===== config.mk =====
export PLATFORM = sky130hd
export DESIGN_NAME = flash_erase_seq
export DESIGN_NICKNAME = d
export VERILOG_FILES = /design/src/rtl/ferase_pkg.sv /design/src/rtl/ferase_wait_timer.sv /design/src/rtl/ferase_limit_cnt.sv /design/src/rtl/ferase_addr_walk.sv /design/src/rtl/flash_erase_seq.sv
export SDC_FILE = /design/constraint.sdc
export NUM_CORES = 1
export LEC_CHECK = 0
export ABC_AREA = 1
export BUFFER_PORTS_ARGS = -buffer_cell sky130_fd_sc_hd__buf_2
export CORE_MARGIN = 2
export CORE_UTILIZATION = 50
export DETAILED_ROUTE_END_ITERATION = 12
export PLACE_DENSITY_LB_ADDON = 0.2
export SETUP_SLACK_MARGIN = 0.3
export SLEW_MARGIN = 20
export SYNTH_ARGS = -nofsm -noshare
export SYNTH_HDL_FRONTEND = slang
export SYNTH_SLANG_ARGS = --single-unit

===== constraint.sdc =====
create_clock -name clk -period 5.1 [get_ports clk]
set_input_delay 0 -clock clk [delete_from_list [all_inputs] [get_ports clk]]
set_output_delay 0 -clock clk [all_outputs]
set_load 0.01 [all_outputs]

===== src/rtl/ferase_pkg.sv =====
package ferase_pkg;

   typedef enum logic [3:0] {
      ST_IDLE,
      ST_WAIT,
      ST_PSET,
      ST_PDATA,
      ST_PVSET,
      ST_PVRD,
      ST_PVCHK,
      ST_ESET,
      ST_EGO,
      ST_EVSET,
      ST_EVRD,
      ST_EVCHK,
      ST_RDMODE
   } seq_state_t;

   localparam logic [7:0] OP_READ      = 8'h00;
   localparam logic [7:0] OP_PROG      = 8'h40;
   localparam logic [7:0] OP_PROG_VFY  = 8'hC0;
   localparam logic [7:0] OP_ERASE     = 8'h20;
   localparam logic [7:0] OP_ERASE_VFY = 8'hA0;

   function automatic int unsigned max4(input int unsigned a, input int unsigned b,
                                        input int unsigned c, input int unsigned d);
      int unsigned m;
      m = a;
      if (b > m) m = b;
      if (c > m) m = c;
      if (d > m) m = d;
      return m;
   endfunction

endpackage


===== src/rtl/ferase_wait_timer.sv =====
module ferase_wait_timer #(
   parameter int unsigned TW = 8
) (
   input  logic          clk,
   input  logic          rst_n,
   input  logic          load,
   input  logic [TW-1:0] load_val,
   output logic          expired
);

   logic [TW-1:0] cnt;

   always_ff @(posedge clk or negedge rst_n) begin
      if (!rst_n) begin
         cnt <= '0;
      end else if (load) begin
         cnt <= load_val;
      end else if (cnt != '0) begin
         cnt <= cnt - 1'b1;
      end
   end

   assign expired = (cnt == '0);

   // The sequencer only reloads a timer that has run out (R2 wait spacing)
   a_r2_reload_only_expired: assert property (@(posedge clk) disable iff (!rst_n)
      load |-> expired);

endmodule


===== src/rtl/ferase_limit_cnt.sv =====
module ferase_limit_cnt #(
   parameter int unsigned LIMIT = 25
) (
   input  logic clk,
   input  logic rst_n,
   input  logic clr,
   input  logic inc,
   output logic full
);

   localparam int unsigned CW = $clog2(LIMIT + 1);

   logic [CW-1:0] cnt;

   generate
      if (LIMIT < 1) begin : g_bad_limit
         $error("ferase_limit_cnt: LIMIT must be at least 1");
      end
   endgenerate

   always_ff @(posedge clk or negedge rst_n) begin
      if (!rst_n) begin
         cnt <= '0;
      end else if (clr) begin
         cnt <= '0;
      end else if (inc && !full) begin
         cnt <= cnt + 1'b1;
      end
   end

   assign full = (cnt == CW'(LIMIT));

   // The sequencer must have stopped before asking for one more pulse
   a_r9_no_count_past_limit: assert property (@(posedge clk) disable iff (!rst_n)
      full |-> !inc);

endmodule


===== src/rtl/ferase_addr_walk.sv =====
module ferase_addr_walk #(
   parameter int unsigned AW = 16
) (
   input  logic          clk,
   input  logic          rst_n,
   input  logic          clr,
   input  logic          step,
   output logic [AW-1:0] addr,
   output logic          last
);

   always_ff @(posedge clk or negedge rst_n) begin
      if (!rst_n) begin
         addr <= '0;
      end else if (clr) begin
         addr <= '0;
      end else if (step) begin
         addr <= addr + 1'b1;
      end
   end

   assign last = &addr;

   // A step past the top word would wrap to address 0
   a_r7_no_wrap: assert property (@(posedge clk) disable iff (!rst_n)
      step |-> !last);

endmodule


===== src/rtl/flash_erase_seq.sv =====
module flash_erase_seq
   import ferase_pkg::*;
#(
   parameter int unsigned AW          = 16,
   parameter int unsigned DW          = 16,
   parameter int unsigned VPP_WAIT    = 250,
   parameter int unsigned PROG_WAIT   = 2500,
   parameter int unsigned ERASE_WAIT  = 2500000,
   parameter int unsigned VERIFY_WAIT = 1500,
   parameter int unsigned PROG_MAX    = 25,
   parameter int unsigned PULSE_LIMIT = 1000
) (
   input  logic          clk,
   input  logic          rst_n,
   input  logic          start,
   output logic          busy,
   output logic          pass,
   output logic          fail,
   output logic          vpp_req,
   output logic          fl_wr,
   output logic          fl_rd,
   output logic [AW-1:0] fl_addr,
   output logic [DW-1:0] fl_wdata,
   input  logic [DW-1:0] fl_rdata
);

   localparam int unsigned WAIT_MAX = max4(VPP_WAIT, PROG_WAIT, ERASE_WAIT, VERIFY_WAIT);
   localparam int unsigned TW       = $clog2(WAIT_MAX + 1);

   generate
      if (AW < 1 || AW > 24) begin : g_bad_aw
         $error("flash_erase_seq: AW out of range");
      end
      if (DW < 8) begin : g_bad_dw
         $error("flash_erase_seq: DW must hold an 8-bit command code");
      end
      if (VPP_WAIT < 1 || PROG_WAIT < 1 || ERASE_WAIT < 1 || VERIFY_WAIT < 1) begin : g_bad_wait
         $error("flash_erase_seq: every wait must be at least one cycle");
      end
      if (PROG_MAX < 1 || PULSE_LIMIT < 1) begin : g_bad_limits
         $error("flash_erase_seq: retry limits must be at least 1");
      end
   endgenerate

   seq_state_t st, st_nx, after_q, after_nx;
   logic          t_load, t_done;
   logic [TW-1:0] t_val;
   logic          addr_clr, addr_step, addr_last;
   logic [AW-1:0] cur_addr;
   logic          pc_clr, pc_inc, pc_full;
   logic          ec_clr, ec_inc, ec_full;
   logic          set_pass, set_fail, clr_flags;
   logic          pass_q, fail_q;
   logic          rd_zero, rd_ones;

   assign rd_zero = (fl_rdata == '0);
   assign rd_ones = (fl_rdata == '1);

   ferase_wait_timer #(.TW(TW)) u_timer (
      .clk      (clk),
      .rst_n    (rst_n),
      .load     (t_load),
      .load_val (t_val),
      .expired  (t_done)
   );

   ferase_addr_walk #(.AW(AW)) u_addr (
      .clk   (clk),
      .rst_n (rst_n),
      .clr   (addr_clr),
      .step  (addr_step),
      .addr  (cur_addr),
      .last  (addr_last)
   );

   ferase_limit_cnt #(.LIMIT(PROG_MAX)) u_prog_cnt (
      .clk   (clk),
      .rst_n (rst_n),
      .clr   (pc_clr),
      .inc   (pc_inc),
      .full  (pc_full)
   );

   ferase_limit_cnt #(.LIMIT(PULSE_LIMIT)) u_pulse_cnt (
      .clk   (clk),
      .rst_n (rst_n),
      .clr   (ec_clr),
      .inc   (ec_inc),
      .full  (ec_full)
   );

   // Next-state and control decode
   always_comb begin
      st_nx     = st;
      after_nx  = after_q;
      t_load    = 1'b0;
      t_val     = '0;
      addr_clr  = 1'b0;
      addr_step = 1'b0;
      pc_clr    = 1'b0;
      pc_inc    = 1'b0;
      ec_clr    = 1'b0;
      ec_inc    = 1'b0;
      set_pass  = 1'b0;
      set_fail  = 1'b0;
      clr_flags = 1'b0;
      unique case (st)
         ST_IDLE: begin
            if (start) begin
               st_nx     = ST_WAIT;
               after_nx  = ST_PSET;
               t_load    = 1'b1;
               t_val     = TW'(VPP_WAIT - 1);
               addr_clr  = 1'b1;
               pc_clr    = 1'b1;
               ec_clr    = 1'b1;
               clr_flags = 1'b1;
            end
         end
         ST_WAIT: begin
            if (t_done) st_nx = after_q;
         end
         ST_PSET: st_nx = ST_PDATA;
         ST_PDATA: begin
            pc_inc   = 1'b1;
            st_nx    = ST_WAIT;
            after_nx = ST_PVSET;
            t_load   = 1'b1;
            t_val    = TW'(PROG_WAIT - 1);
         end
         ST_PVSET: begin
            st_nx    = ST_WAIT;
            after_nx = ST_PVRD;
            t_load   = 1'b1;
            t_val    = TW'(VERIFY_WAIT - 1);
         end
         ST_PVRD: st_nx = ST_PVCHK;
         ST_PVCHK: begin
            if (rd_zero) begin
               pc_clr = 1'b1;
               if (addr_last) begin
                  addr_clr = 1'b1;
                  st_nx    = ST_ESET;
               end else begin
                  addr_step = 1'b1;
                  st_nx     = ST_PSET;
               end
            end else if (pc_full) begin
               set_fail = 1'b1;
               st_nx    = ST_IDLE;
            end else begin
               st_nx = ST_PSET;
            end
         end
         ST_ESET: st_nx = ST_EGO;
         ST_EGO: begin
            ec_inc   = 1'b1;
            st_nx    = ST_WAIT;
            after_nx = ST_EVSET;
            t_load   = 1'b1;
            t_val    = TW'(ERASE_WAIT - 1);
         end
         ST_EVSET: begin
            st_nx    = ST_WAIT;
            after_nx = ST_EVRD;
            t_load   = 1'b1;
            t_val    = TW'(VERIFY_WAIT - 1);
         end
         ST_EVRD: st_nx = ST_EVCHK;
         ST_EVCHK: begin
            if (rd_ones) begin
               if (addr_last) begin
                  st_nx = ST_RDMODE;
               end else begin
                  addr_step = 1'b1;
                  st_nx     = ST_EVSET;
               end
            end else if (ec_full) begin
               set_fail = 1'b1;
               st_nx    = ST_IDLE;
            end else begin
               st_nx = ST_ESET;
            end
         end
         ST_RDMODE: begin
            set_pass = 1'b1;
            st_nx    = ST_IDLE;
         end
         default: st_nx = ST_IDLE;
      endcase
   end

   always_ff @(posedge clk or negedge rst_n) begin
      if (!rst_n) begin
         st      <= ST_IDLE;
         after_q <= ST_IDLE;
         pass_q  <= 1'b0;
         fail_q  <= 1'b0;
      end else begin
         st <= st_nx;
         if (t_load) after_q <= after_nx;
         if (clr_flags) begin
            pass_q <= 1'b0;
            fail_q <= 1'b0;
         end else begin
            if (set_pass) pass_q <= 1'b1;
            if (set_fail) fail_q <= 1'b1;
         end
      end
   end

   // Bus drive, decoded from the registered state
   always_comb begin
      fl_wr    = 1'b0;
      fl_rd    = 1'b0;
      fl_wdata = '0;
      unique case (st)
         ST_PSET:   begin fl_wr = 1'b1; fl_wdata = DW'(OP_PROG);      end
         ST_PDATA:  begin fl_wr = 1'b1; fl_wdata = '0;                end
         ST_PVSET:  begin fl_wr = 1'b1; fl_wdata = DW'(OP_PROG_VFY);  end
         ST_ESET,
         ST_EGO:    begin fl_wr = 1'b1; fl_wdata = DW'(OP_ERASE);     end
         ST_EVSET:  begin fl_wr = 1'b1; fl_wdata = DW'(OP_ERASE_VFY); end
         ST_RDMODE: begin fl_wr = 1'b1; fl_wdata = DW'(OP_READ);      end
         ST_PVRD,
         ST_EVRD:   fl_rd = 1'b1;
         default:   ;
      endcase
   end

   assign fl_addr = cur_addr;
   assign busy    = (st != ST_IDLE);
   assign vpp_req = busy;
   assign pass    = pass_q;
   assign fail    = fail_q;

   a_r3_single_strobe: assert property (@(posedge clk) disable iff (!rst_n)
      !(fl_wr && fl_rd));

   a_r2_strobe_needs_vpp: assert property (@(posedge clk) disable iff (!rst_n)
      (fl_wr || fl_rd) |-> vpp_req);

   a_r12_flags_exclusive: assert property (@(posedge clk) disable iff (!rst_n)
      !(pass && fail) && !(busy && (pass || fail)));

   a_r10_pass_after_read_cmd: assert property (@(posedge clk) disable iff (!rst_n)
      $rose(pass) |-> ($past(fl_wr) && ($past(fl_wdata) == DW'(OP_READ))));

   a_r11_busy_rises_on_start: assert property (@(posedge clk) disable iff (!rst_n)
      $rose(busy) |-> $past(start));

endmodule


# After elaboration in Yosys (flattened, before gate mapping)
# Cells that the tools add are included.
[totals] ff_bits=63 in_bits=19 output_inout_bits=38 elab_cells=101
[op_classes] add_sub_neg=4 eq_ne=17 mux=48 n_reduce_logical=24
[op_table] cell="case mux 22 bit (4 select lines)" n=1
[op_table] cell="2-to-1 mux 22 bit" n=2
[op_table] cell="case mux 4 bit (9 select lines)" n=1
[op_table] cell="2-to-1 mux 16 bit" n=2
[op_table] cell="case mux 8 bit (4 select lines)" n=1
[op_table] cell="logical NOT 22 bit" n=1
[op_table] cell="nonzero test 22 bit" n=1
[op_table] cell="subtractor 22 x 1 -> 22 bit (second input constant)" n=1
[op_table] cell="2-to-1 mux 1 bit" n=21
[op_table] cell="== test 4 bit (second input constant)" n=5
[op_table] cell="2-to-1 mux 10 bit" n=2
[op_table] cell="2-to-1 mux 4 bit" n=5
[op_table] cell="case mux 4 bit (5 select lines)" n=1
[op_table] cell="adder 16 x 1 -> 16 bit (second input constant)" n=1
[op_table] cell="== test 16 bit (second input constant)" n=1
[op_table] cell="== test 4 x 3 -> 1 bit (second input constant)" n=4
[op_table] cell="logical NOT 16 bit" n=1
[op_table] cell="AND reduction 16 bit" n=1
[op_table] cell="nonzero test 2 bit" n=6
[op_table] cell="adder 10 x 1 -> 10 bit (second input constant)" n=1
[op_table] cell="== test 10 bit (second input constant)" n=1
[op_table] cell="2-to-1 mux 5 bit" n=2
[op_table] cell="case mux 1 bit (2 select lines)" n=5
[op_table] cell="2-to-1 mux 3 bit" n=3
[op_table] cell="17 further kinds" n=23

# Logic depth before layout (Yosys ltp)
# Gate-level depths: netlist (run 1).
[depth] ltp_word=6 depth_mapped=13 ltp_nobuf=12

# Cells and area by module
# Synthesis (run 1) repeated with hierarchy kept, for this count alone.
[hier_totals] cells_unflattened=644 area_unflattened_um2=4381.7
[by_module_without_submodules] mod="ferase_wait_timer" instances=1 cells_each=221 area_per_inst_um2=1486.4 seq_area_each_um2=550.5
[by_module_without_submodules] mod="flash_erase_seq" instances=1 cells_each=160 area_per_inst_um2=979.7 seq_area_each_um2=250.2
[by_module_without_submodules] mod="ferase_addr_walk" instances=1 cells_each=124 area_per_inst_um2=918.4 seq_area_each_um2=400.4
[by_module_without_submodules] mod="ferase_limit_cnt (u_pulse_cnt)" instances=1 cells_each=94 area_per_inst_um2=664.4 seq_area_each_um2=250.2
[by_module_without_submodules] mod="ferase_limit_cnt (u_prog_cnt)" instances=1 cells_each=45 area_per_inst_um2=332.8 seq_area_each_um2=125.1

# Worst setup path after synthesis (run 1)
# No wires, ideal clock.
[synth_timing] kind="reg-to-reg" from="reg u_addr.addr[0]" to="reg u_addr.addr[2]" setup_time_ns=0.117 arrival_ns=1.633 required_time_ns=4.983 slack_ns=3.350 stages_incl_launch_ff=14 path_buffers=1 synth_period_minus_slack_ns=1.750 path_cell_list="dfrtp_1 ha_1 nand2_2 nor2_4 inv_2 nor2_4 nand2_4 o21ai_2 inv_2 nand2_8 inv_4 buf_6 nand3_1 nand2_1"
[synth_via] elab_chain_len=5 word_cells_on_any_way=12 classes_between="1 x add/sub; 9 x mux; 2 x reduce/logical"
[synth_rtl] element="start, declared" line_no="ferase_addr_walk.sv:8" rtl="output logic [AW-1:0] addr,"
[synth_rtl] element="start signal, assigned" line_no="ferase_addr_walk.sv:18" rtl="addr <= addr + 1'b1;"
[synth_rtl] element="branches (longest 5 deep; another with adder 16 x 1 -> 16 bit)"
# Several ways; the timed one is not identified. The select of a mux whose other input is x is not followed.
# A chain may end at the register's enable or synchronous reset.

# Final worst setup path (run 1)
[layout_timing] from="reg st[3]" to="reg u_addr.addr[15]"
[layout_via] elab_chain_len=3 word_cells_on_any_way=7 classes_between="2 x eq/ne; 3 x mux; 2 x reduce/logical"
[layout_rtl] element="start, declared" line_no="flash_erase_seq.sv:45" rtl="seq_state_t st, st_nx, after_q, after_nx;"
[layout_rtl] element="start signal, assigned" line_no="flash_erase_seq.sv:200" rtl="st <= st_nx;"
[layout_rtl] element="== test 4 x 3 -> 1 bit (tied with other cells)" line_no="flash_erase_seq.sv:107" rtl="unique case (st)"
[layout_rtl] element="case mux 1 bit (2 select lines)" line_no="flash_erase_seq.sv:107"
[layout_rtl] element="2-to-1 mux 16 bit or nonzero test 2 bit (tied branches)"
# Several ways; a longest one is shown, not always the timed one.

==> flow_summary.yaml, run 1 <==
cts:
  htree_num_levels: 3
  clk_pin_slew_worst_paths_ns: 0.07
  cts_resized: 0
  clk_latency_ns: 0.34
  clock_path_buffers: 2
  post_cts_buffers: 0
  cts_root_buffer: "clkbuf_8"
  tritoncts: "done"
  hold_buffers: 1
  cts_made_buffers: 9
  clock_sinks: 63
worst_setup_path:
  r2r_start: "st[3]"
  path_buf_inv: 2
  rrSetupSlack_ns: 3.04
  ff2ff_path_depth: 8
  cp.arrival_ns: 2.32
  crit_family: "simple AND/OR/NAND/NOR gates"
  worstSetupPathType: "reg -> reg"
  cp-end-kind: "register"
  cp_data_required_time_ns: 5.37
  path_max_fanout: 32
  critPathMaxStageDelay_ns: 0.61
  start_kind: "register"
  crit_chain: "nor2_1 -> inv_2 -> nor2_1 -> nand2_2 -> inv_2 -> nor2_4 -> nand3_1 -> nand2_1"
  cp_slowest_cell: "nor2_4"
  worstReg2RegEnd: "u_addr.addr[15]"
route:
  drc: 0
  wl_mm: 9.23
  vias: 3791
  drtIter0Drc: 149
  vias_per_cell: 5.09
  wire_per_inst_um: 12.4
  drt.antenna.violating_nets: 0
  dr.pass1.iters: 4
cells_and_area:
  mostFrequentLayoutCells: "nand2_1 (137), nor2_1 (82), inv_1 (70), nand3_1 (64), dfrtp_1 (63)"
  final_cells: 745
  drive_gt1_frac: 0.153
  post-route-util: 0.565
  nNetsFinal: 660
  final_common_cell: "nand2_1"
  diodes: 0
  fill_cells: 800
  final_area_um2: 4640
  area_growth_pct: 9.05
timing:
  grt_setup_unrepaired: "false"
  tightestPinTransition_ns: 0.828
  drv_slew: 0
  tns_ns: 0
  period_needed_ns: 2.06
  fmax_mhz: 486
  fin_skew_ns: 0.0146
  slew_headroom: 0.448
  finalSetupViolCount: 0
  final.period_utilization: 0.403
  hold_viol_final: 0
hold_path:
  min_to: "st[3]"
  min_path_cells: 3
  hold_class: "in -> reg"
  worstHoldStart: "start"
yosys:
  ys_ff_latch: 63
  synth_top_family_by_area: "simple AND/OR/NAND/NOR gates"
  synth-simple-area-share: 0.371
  syn_avg_cell_area_um2: 7.23
  synthAdderAreaFrac: 0.0176
  yosys-top-cells-area: "dfrtp_1 (37%), nand2_1 (12%), nand3_1 (7.5%), nor2_1 (7.2%), inv_1 (6.2%)"
  syn_inst: 589
  synthMuxAreaShare: 0
  synthDistinctLibCells: 34
  synth-compound-area-share: 0.0608
  synth_top_cell_by_area: "dfrtp_1"
  yosysWarnings: 0
  synth_area_um2: 4260
  synth_top_area_frac: 0.370
  ys_seq_area_frac: 0.370
  yosys.area_share.xor_xnor: 0.0638
placed_design:
  hpwl_mm: 6.80
  dp.cells: 728
  numPortBuffers: 43
  place_area_um2: 4470
  gp_congestion: 0.906
job:
  cap_violations: 0
die:
  fp.dieW_um: 96.3
  start_util: 0.518
  die_y_um: 96.3
  rows: 33
  die_area_um2: 9270
  core_um2: 8220
  io_pins: 57
global_routing:
  gr-usage-all-layers: 0.220
  grt_max_degree: 64
  grt_pass1_vias: 3728
  grt_antenna_before_repair: 0
  grt_overflow: 0
  grt_pass1_wl_mm: 16.3
pwr:
  p_leak_uw: 0.00240
  p_per_area_nw_per_um2: 195
  power_uw: 905
  vdd_drop_max_mv: 0.131
outcome:
  status: "complete, no violations"
-- per-layer routing --
metal | track usage | routed length [µm]
met5 | 0 | 0
met4 | 0.0750 | 119
met3 | 0.0407 | 336
met2 | 0.375 | 4510
met1 | 0.279 | 4270
-- logic make-up (layout without fill, tap and decap cells) --
family | after synthesis | after routing
simple gates | 338 | 338
compound gates | 48 | 48
fa+ha+maj | 6 | 6
flops | 63 | 63
buf+inv | 102 | 141
xor+xnor | 31 | 31
other cells | 1 | 13
-- power by group --
group | internal (µW) | leakage, µW | switching (µW) | total [µW]
clock network | 174 | 0.0000781 | 204 | 378
registers | 499 | 0.000741 | 0 | 499
logic | 7.67 | 0.00158 | 19.8 | 27.5
-- per-stage QoR --
step | setup WS, ns | hold WS (ns)
after floorplan | 3.35 | -0.296
after global placement | 3.08 | 0.229
after detailed placement | 3.05 | 0.236
after CTS | 3.04 | 0.0472
final | 3.04 | 0.0575
after global routing | 2.78 | 0.109
-- sequential cells by signal (all words and copies together), names as in the netlist --
signal,cells
after_q,4
fail,1
pass,1
st,4
u_addr.addr,16
u_prog_cnt.cnt,5
u_pulse_cnt.cnt,10
u_timer.cnt,22
-- synthesized netlist by cell type (all sizes together) --
| cell type | number |
|---|---|
| o21ai | 20 |
| o2111ai | 1 |
| nor3 | 14 |
| dfrtp | 63 |
| nand3 | 70 |
| nor2 | 94 |
| nand4 | 9 |
| nand3b | 2 |
| nand2 | 145 |
| a31oi | 3 |
| conb | 1 |
| o31ai | 1 |
| a22oi | 1 |
| a21oi | 21 |
| inv | 80 |
| nor3b | 4 |
| ha | 6 |
| xnor2 | 9 |
| a211oi | 1 |
| buf | 22 |
| xor2 | 22 |
-- final cells by class --
| class | instances | area (µm²) | share of cell area |
|---|---|---|---|
| Multi-Input combinational cell | 436 | 2230 | 0.481 |
| Sequential cell | 63 | 1580 | 0.340 |
| Inverter | 80 | 305 | 0.0658 |
| Timing Repair Buffer | 45 | 233 | 0.0501 |
| Tap cell | 105 | 131 | 0.0283 |
| Clock buffer | 10 | 128 | 0.0275 |
| Clock inverter | 6 | 37.5 | 0.00808 |
-- tightest hold or removal path, stage by stage --
cell	delay, ns
buf_2	0.10
o21ai_1	0.13
a21oi_1	0.12
-- worst max-delay path by stage --
stage	startpoint	endpoint	slack, ns	cells after the start
finish	st[3]	u_addr.addr[15]	3.04	8
global route	st[3]	u_addr.addr[14]	2.78	8
CTS	st[3]	u_addr.addr[15]	3.04	8
detailed placement	st[3]	u_addr.addr[15]	3.05	8
global placement	u_timer.cnt[0]	u_timer.cnt[1]	3.08	9
floorplan	u_addr.addr[0]	u_addr.addr[2]	3.35	13
No activity file was read; power rests on OpenSTA's default activity.
==> run 2, diff against run 1 <==
- clock period: 5.1 -> 1.7 ns (I/O delays scaled with it)
==> flow_summary.yaml, run 2 (synthesized netlist as in run 1, its figures left out) <==
outcome:
  status: "complete, but fails checks"
  violations: "negative setup slack"
worst_setup_path:
  cp-end-kind: "register"
  worstReg2RegEnd: "u_addr.addr[13]"
  cp-startpoint: "u_addr.addr[0]"
  start_kind: "register"
  r2r_start: "u_addr.addr[0]"
  cp_slowest_cell: "dfrtp_2"
  cp.arrival_ns: 2.00
  crit_chain: "ha_4 -> nand2_4 -> nor2_4 -> inv_2 -> nor2_4 -> nand2_4 -> nor2_4 -> nor2_4 -> nand3_1 -> nand2_1"
  rrSetupSlack_ns: -0.006
  cp_common_cell: "nor2_4"
  critPathMaxStageDelay_ns: 0.43
  worstSetupPathType: "reg -> reg"
  cp_data_required_time_ns: 2.00
  path_max_fanout: 16
  ff2ff_path_depth: 10
die:
  die_y_um: 96.3
  io_pins: 57
  rows: 33
  fp.dieW_um: 96.3
  start_util: 0.518
  die_area_um2: 9270
  core_um2: 8220
timing:
  final.period_utilization: 1.00
  grt_setup_unrepaired: "true"
  fmax_mhz: 586
  period_needed_ns: 1.71
  setup_slack_ns: -0.00564
  fin_skew_ns: 0.0108
  tns_ns: -0.00564
  drv_slew: 0
  finalSetupViolCount: 1
  hold_viol_final: 0
cts:
  clock_sinks: 63
  clock_path_buffers: 2
  htree_num_levels: 3
  tritoncts: "done"
  cts_made_buffers: 9
  clk_latency_ns: 0.36
  clk_pin_slew_worst_paths_ns: 0.07
  cts_root_buffer: "clkbuf_8"
placed_design:
  gp_congestion: 0.889
  place_area_um2: 4930
  numPortBuffers: 43
  hpwl_mm: 7.61
cells_and_area:
  mostFrequentLayoutCells: "nand2_1 (115), buf_4 (58), inv_1 (55), dfrtp_1 (55), nor2_1 (53)"
  fill_cells: 521
  area_growth_pct: 53.1
  final_area_um2: 6520
  top_regs: "u_timer.cnt x22, u_addr.addr x16, u_pulse_cnt.cnt x10"
  top_register: "u_timer.cnt"
  nNetsFinal: 762
  diodes: 0
  largest_register_ffs: 22
  final_common_cell: "nand2_1"
  drive_gt1_frac: 0.470
route:
  wl_mm: 13.8
  drc: 0
  dr.pass1.iters: 5
  drtIter0Drc: 198
  vias: 4659
  drt.antenna.violating_nets: 0
  wire_per_inst_um: 16.2
  vias_per_cell: 5.50
hold_path:
  worstHoldStart: "start"
  min_path_cells: 3
  hold_class: "in -> reg"
  min_to: "st[2]"
job:
  cap_violations: 0
pwr:
  vdd_drop_max_mv: 0.410
  p_leak_uw: 0.00317
  p_per_area_nw_per_um2: 456
global_routing:
  grt_pass1_wl_mm: 20.1
  grt_pass1_vias: 4429
  grt_antenna_before_repair: 0
  grt_overflow: 0
  grt_max_degree: 33
  gr-usage-all-layers: 0.282
==> run 2: per-layer routing <==
metal	wire (µm)	GRT usage
met5	0	0
met4	542	0.146
met3	775	0.0525
met2	7220	0.503
met1	5220	0.318
==> run 2: worst max path at each step <==
stage / to / cells after the start
6_report: u_addr.addr[13] / 10
5_1_grt: u_addr.addr[9] / 8
4_1_cts: u_addr.addr[2] / 11
3_5_place_dp: u_addr.addr[7] / 10
3_3_place_gp: u_addr.addr[1] / 10
2_1_floorplan: u_addr.addr[0] / 13
==> run 2: what timing repair did <==
| item | 4_1_cts | 5_1_grt |
|---|---|---|
| buffers inserted | 33 | 19 |
| endpoints found under the hold margin | 63 | 0 |
| hold buffers | 1 | 0 |
| pin swaps | 54 | 48 |
| cloned | 1 | 2 |
| resized for setup | 135 | 102 |
| setup endpoints to repair | 65 | 70 |
==> run 2: power by group <==
part | internal, µW | switching (µW) | total, µW
Clock | 754 | 636 | 1390
Combinational | 24.7 | 61.4 | 86.1
Sequential | 1500 | 0 | 1500
==> run 2: cell type report <==
type | count | area [µm²] | area share
Inverter | 80 | 337 | 0.0516
Sequential cell | 63 | 1590 | 0.243
Tap cell | 105 | 131 | 0.0202
Multi-Input combinational cell | 437 | 3060 | 0.469
Timing Repair Buffer | 145 | 1190 | 0.183
Clock inverter | 5 | 56.3 | 0.00864
Clock buffer | 11 | 151 | 0.0232
Timing Repair inverter | 1 | 8.76 | 0.00134
==> run 2: critical path, delay by kind of cell (launching register included) <==
kind | cells | cell delay [ns]
buffers and inverters | 1 | 0.06
DFF | 1 | 0.43
and+or+nand+nor | 8 | 0.96
adders and majority gates | 1 | 0.18
==> run 2: metrics by stage <==
| step | setup slack, ns | total power [µW] | instances | hold WS, ns | utilization |
|---|---|---|---|---|---|
| 2_1_floorplan | 0.0707 | 1570 | 601 | -0.296 | - |
| 3_3_place_gp | -0.0692 | 1610 | 775 | 0.0536 | 0.600 |
| 3_5_place_dp | -0.137 | 1610 | 775 | 0.0564 | 0.600 |
| 4_1_cts | 0.0903 | 2980 | 826 | 0.0109 | 0.718 |
| 5_1_grt | -0.0643 | 3090 | 847 | 0.0314 | 0.793 |
| 6_report | -0.00564 | 2970 | 847 | 0.0363 | 0.793 |
==> run 3, diff against run 2 <==
- SYNTH_HIERARCHICAL: unset -> 1
==> flow_summary.yaml, run 3 <==
placed_design:
  numPortBuffers: 43
  hpwl_mm: 8.57
  gp_congestion: 0.944
  dp.cells: 876
timing:
  finalSetupViolCount: 59
  fmax_mhz: 485
  setup_slack_ns: -0.361
  slew_headroom: 0.453
  tns_ns: -7.50
  final.period_utilization: 1.21
  grt_setup_unrepaired: "true"
  tightestPinTransition_ns: 0.820
  fin_skew_ns: 0.0138
  drv_slew: 0
  hold_viol_final: 0
  period_needed_ns: 2.06
global_routing:
  gr-usage-all-layers: 0.284
  grt_antenna_before_repair: 0
  grt_pass1_vias: 4936
  grt_pass1_wl_mm: 22.0
  grt_max_degree: 32
  grt_overflow: 0
route:
  drc: 0
  vias_per_cell: 5.65
  drt.antenna.violating_nets: 0
  dr.pass1.iters: 5
  vias: 5432
  drtIter0Drc: 447
  wl_mm: 16.9
  wire_per_inst_um: 17.6
worst_setup_path:
  worstSetupPathType: "reg -> reg"
  start_kind: "register"
  rrSetupSlack_ns: -0.36
  crit_family: "simple AND/OR/NAND/NOR gates"
  cp_slowest_cell: "dfrtp_1"
  cp_data_required_time_ns: 1.98
  cp-end-kind: "register"
  crit_chain: "ha_2 -> inv_2 -> nor2_4 -> nand2_2 -> nor4_4 -> nand4_1 -> nand2_2 -> nor2_4 -> nor3_2 -> o21ai_1 -> a21oi_1"
  path_max_fanout: 4
  critPathMaxStageDelay_ns: 0.36
  path_buf_inv: 1
  cp.arrival_ns: 2.34
cts:
  cts_made_buffers: 9
  clk_pin_slew_worst_paths_ns: 0.08
  clock_path_buffers: 2
  htree_num_levels: 3
  clock_sinks: 63
  tritoncts: "done"
  cts_root_buffer: "clkbuf_8"
  clk_latency_ns: 0.37
cells_and_area:
  largest_register_ffs: 22
  mostFrequentLayoutCells: "nand2_1 (154), buf_4 (98), nor2_1 (72), dfrtp_1 (58), buf_6 (51)"
  top_register: "u_timer/cnt"
  fill_cells: 480
  final_cells: 961
  diodes: 0
  drive_gt1_frac: 0.457
  final_common_cell: "nand2_1"
  top_regs: "u_timer/cnt x22, u_addr/addr x16, u_pulse_cnt/cnt x10"
  area_growth_pct: 58.1
  nNetsFinal: 873
outcome:
  violations: "negative setup slack"
  status: "complete, but fails checks"
yosys:
  ys_ff_latch: 63
  yosys-top-cells-area: "dfrtp_1 (36%), nand2_1 (17%), nor2_1 (7.5%), inv_1 (6.1%), nand3_1 (4.6%)"
  ys_seq_area_frac: 0.360
  syn_inst: 644
  async_flop_share: 1.00
  synth_area_um2: 4380
  synth-edff-count: 0
  yosysWarnings: 6
  synth_most_common_cell: "nand2_1"
  synth_top_cell_by_area: "dfrtp_1"
  syn_avg_cell_area_um2: 6.80
  synth_commonest_cells: "nand2_1 (203), nor2_1 (87), inv_1 (71)"
  ys.flop_type: "dfrtp_1"
  synth_top_area_frac: 0.360
  synthDistinctLibCells: 38
die:
  die_area_um2: 9530
  die_y_um: 97.6
  rows: 34
  io_pins: 57
  core_um2: 8590
  start_util: 0.510
  fp.dieW_um: 97.6
pwr:
  vdd_drop_max_mv: 0.309
  p_per_area_nw_per_um2: 466
  p_leak_uw: 0.00360
hold_path:
  hold_class: "in -> reg"
job:
  cap_violations: 0
-- run 3: worst paths after layout --
path,start,end,depth (start not counted)
setup reg to reg,u_addr/addr[1],u_addr/addr[6],11
hold reg to reg,pass,pass,2
min in group asynchronous,rst_n,u_timer/cnt[9],2
hold / removal,start,st[2],3
max in group asynchronous,rst_n,u_timer/cnt[11],3
setup / recovery,u_addr/addr[1],u_addr/addr[6],11
-- run 3: worst reg2reg max path: stages (launching register included) --
cell     delay, ns
dfrtp_1       0.36
ha_2          0.19
inv_2         0.05
nor2_4        0.08
nand2_2       0.07
nor4_4        0.19
nand4_1       0.22
nand2_2       0.17
nor2_4        0.07
nor3_2        0.30
o21ai_1       0.11
a21oi_1       0.16
-- run 3: cells by family (layout without fill, tap and decap cells) --
kind of cell,after synthesis,after routing,synth area share
buf+inv,100,289,0.101
xor+xnor,15,15,0.0300
compound gates,55,55,0.0725
flops,63,63,0.360
other cells,1,20,0.000856
fa+ha+maj,6,6,0.0171
simple gates,404,405,0.419
-- run 3: per-layer routing --
layer | GRT usage | wire, µm | part of all wire
met1 | 0.329 | 6180 | 0.37
met2 | 0.502 | 8410 | 0.50
met3 | 0.0583 | 1160 | 0.068
met4 | 0.127 | 1150 | 0.068
met5 | 0 | 0 | 0
-- run 3: repair_timing --
| item | CTS | global route |
|---|---|---|
| hold buffers | 1 | 0 |
| hold endpoints to repair | 29 | 0 |
| gates resized for setup | 132 | 85 |
| cloned | 1 | 1 |
| setup buffers | 37 | 29 |
| setup endpoints to repair | 69 | 70 |
| pin swaps | 38 | 32 |
-- run 3: power breakdown --
| part | internal (µW) | switching [µW] |
|---|---|---|
| Combinational | 102 | 162 |
| Sequential | 1520 | 23.4 |
| Clock | 719 | 700 |
-- run 3: area by class of cell --
cell class / count / area, µm² / area share
multi-input cells: 501 / 3030 / 0.438
inverters: 80 / 348 / 0.0502
flip-flops and latches: 63 / 1580 / 0.229
clock inverters: 5 / 57.6 / 0.00831
well taps: 108 / 135 / 0.0195
clock buffers: 11 / 141 / 0.0204
repair buffers: 193 / 1630 / 0.235
-- run 3: stage by stage --
stage / util / hold slack [ns] / setup slack, ns / instance area, µm² / power, µW
6_report: 0.806 / 0.0756 / -0.361 / 6930 / 3230
3_3_place_gp: 0.632 / 0.125 / -0.156 / 5430 / 1800
3_5_place_dp: 0.632 / 0.136 / -0.317 / 5430 / 1810
2_1_floorplan: - / -0.296 / -0.224 / 4610 / 1700
5_1_grt: 0.806 / 0.104 / -0.484 / 6930 / 3330
4_1_cts: 0.741 / 0.0181 / -0.205 / 6370 / 3190
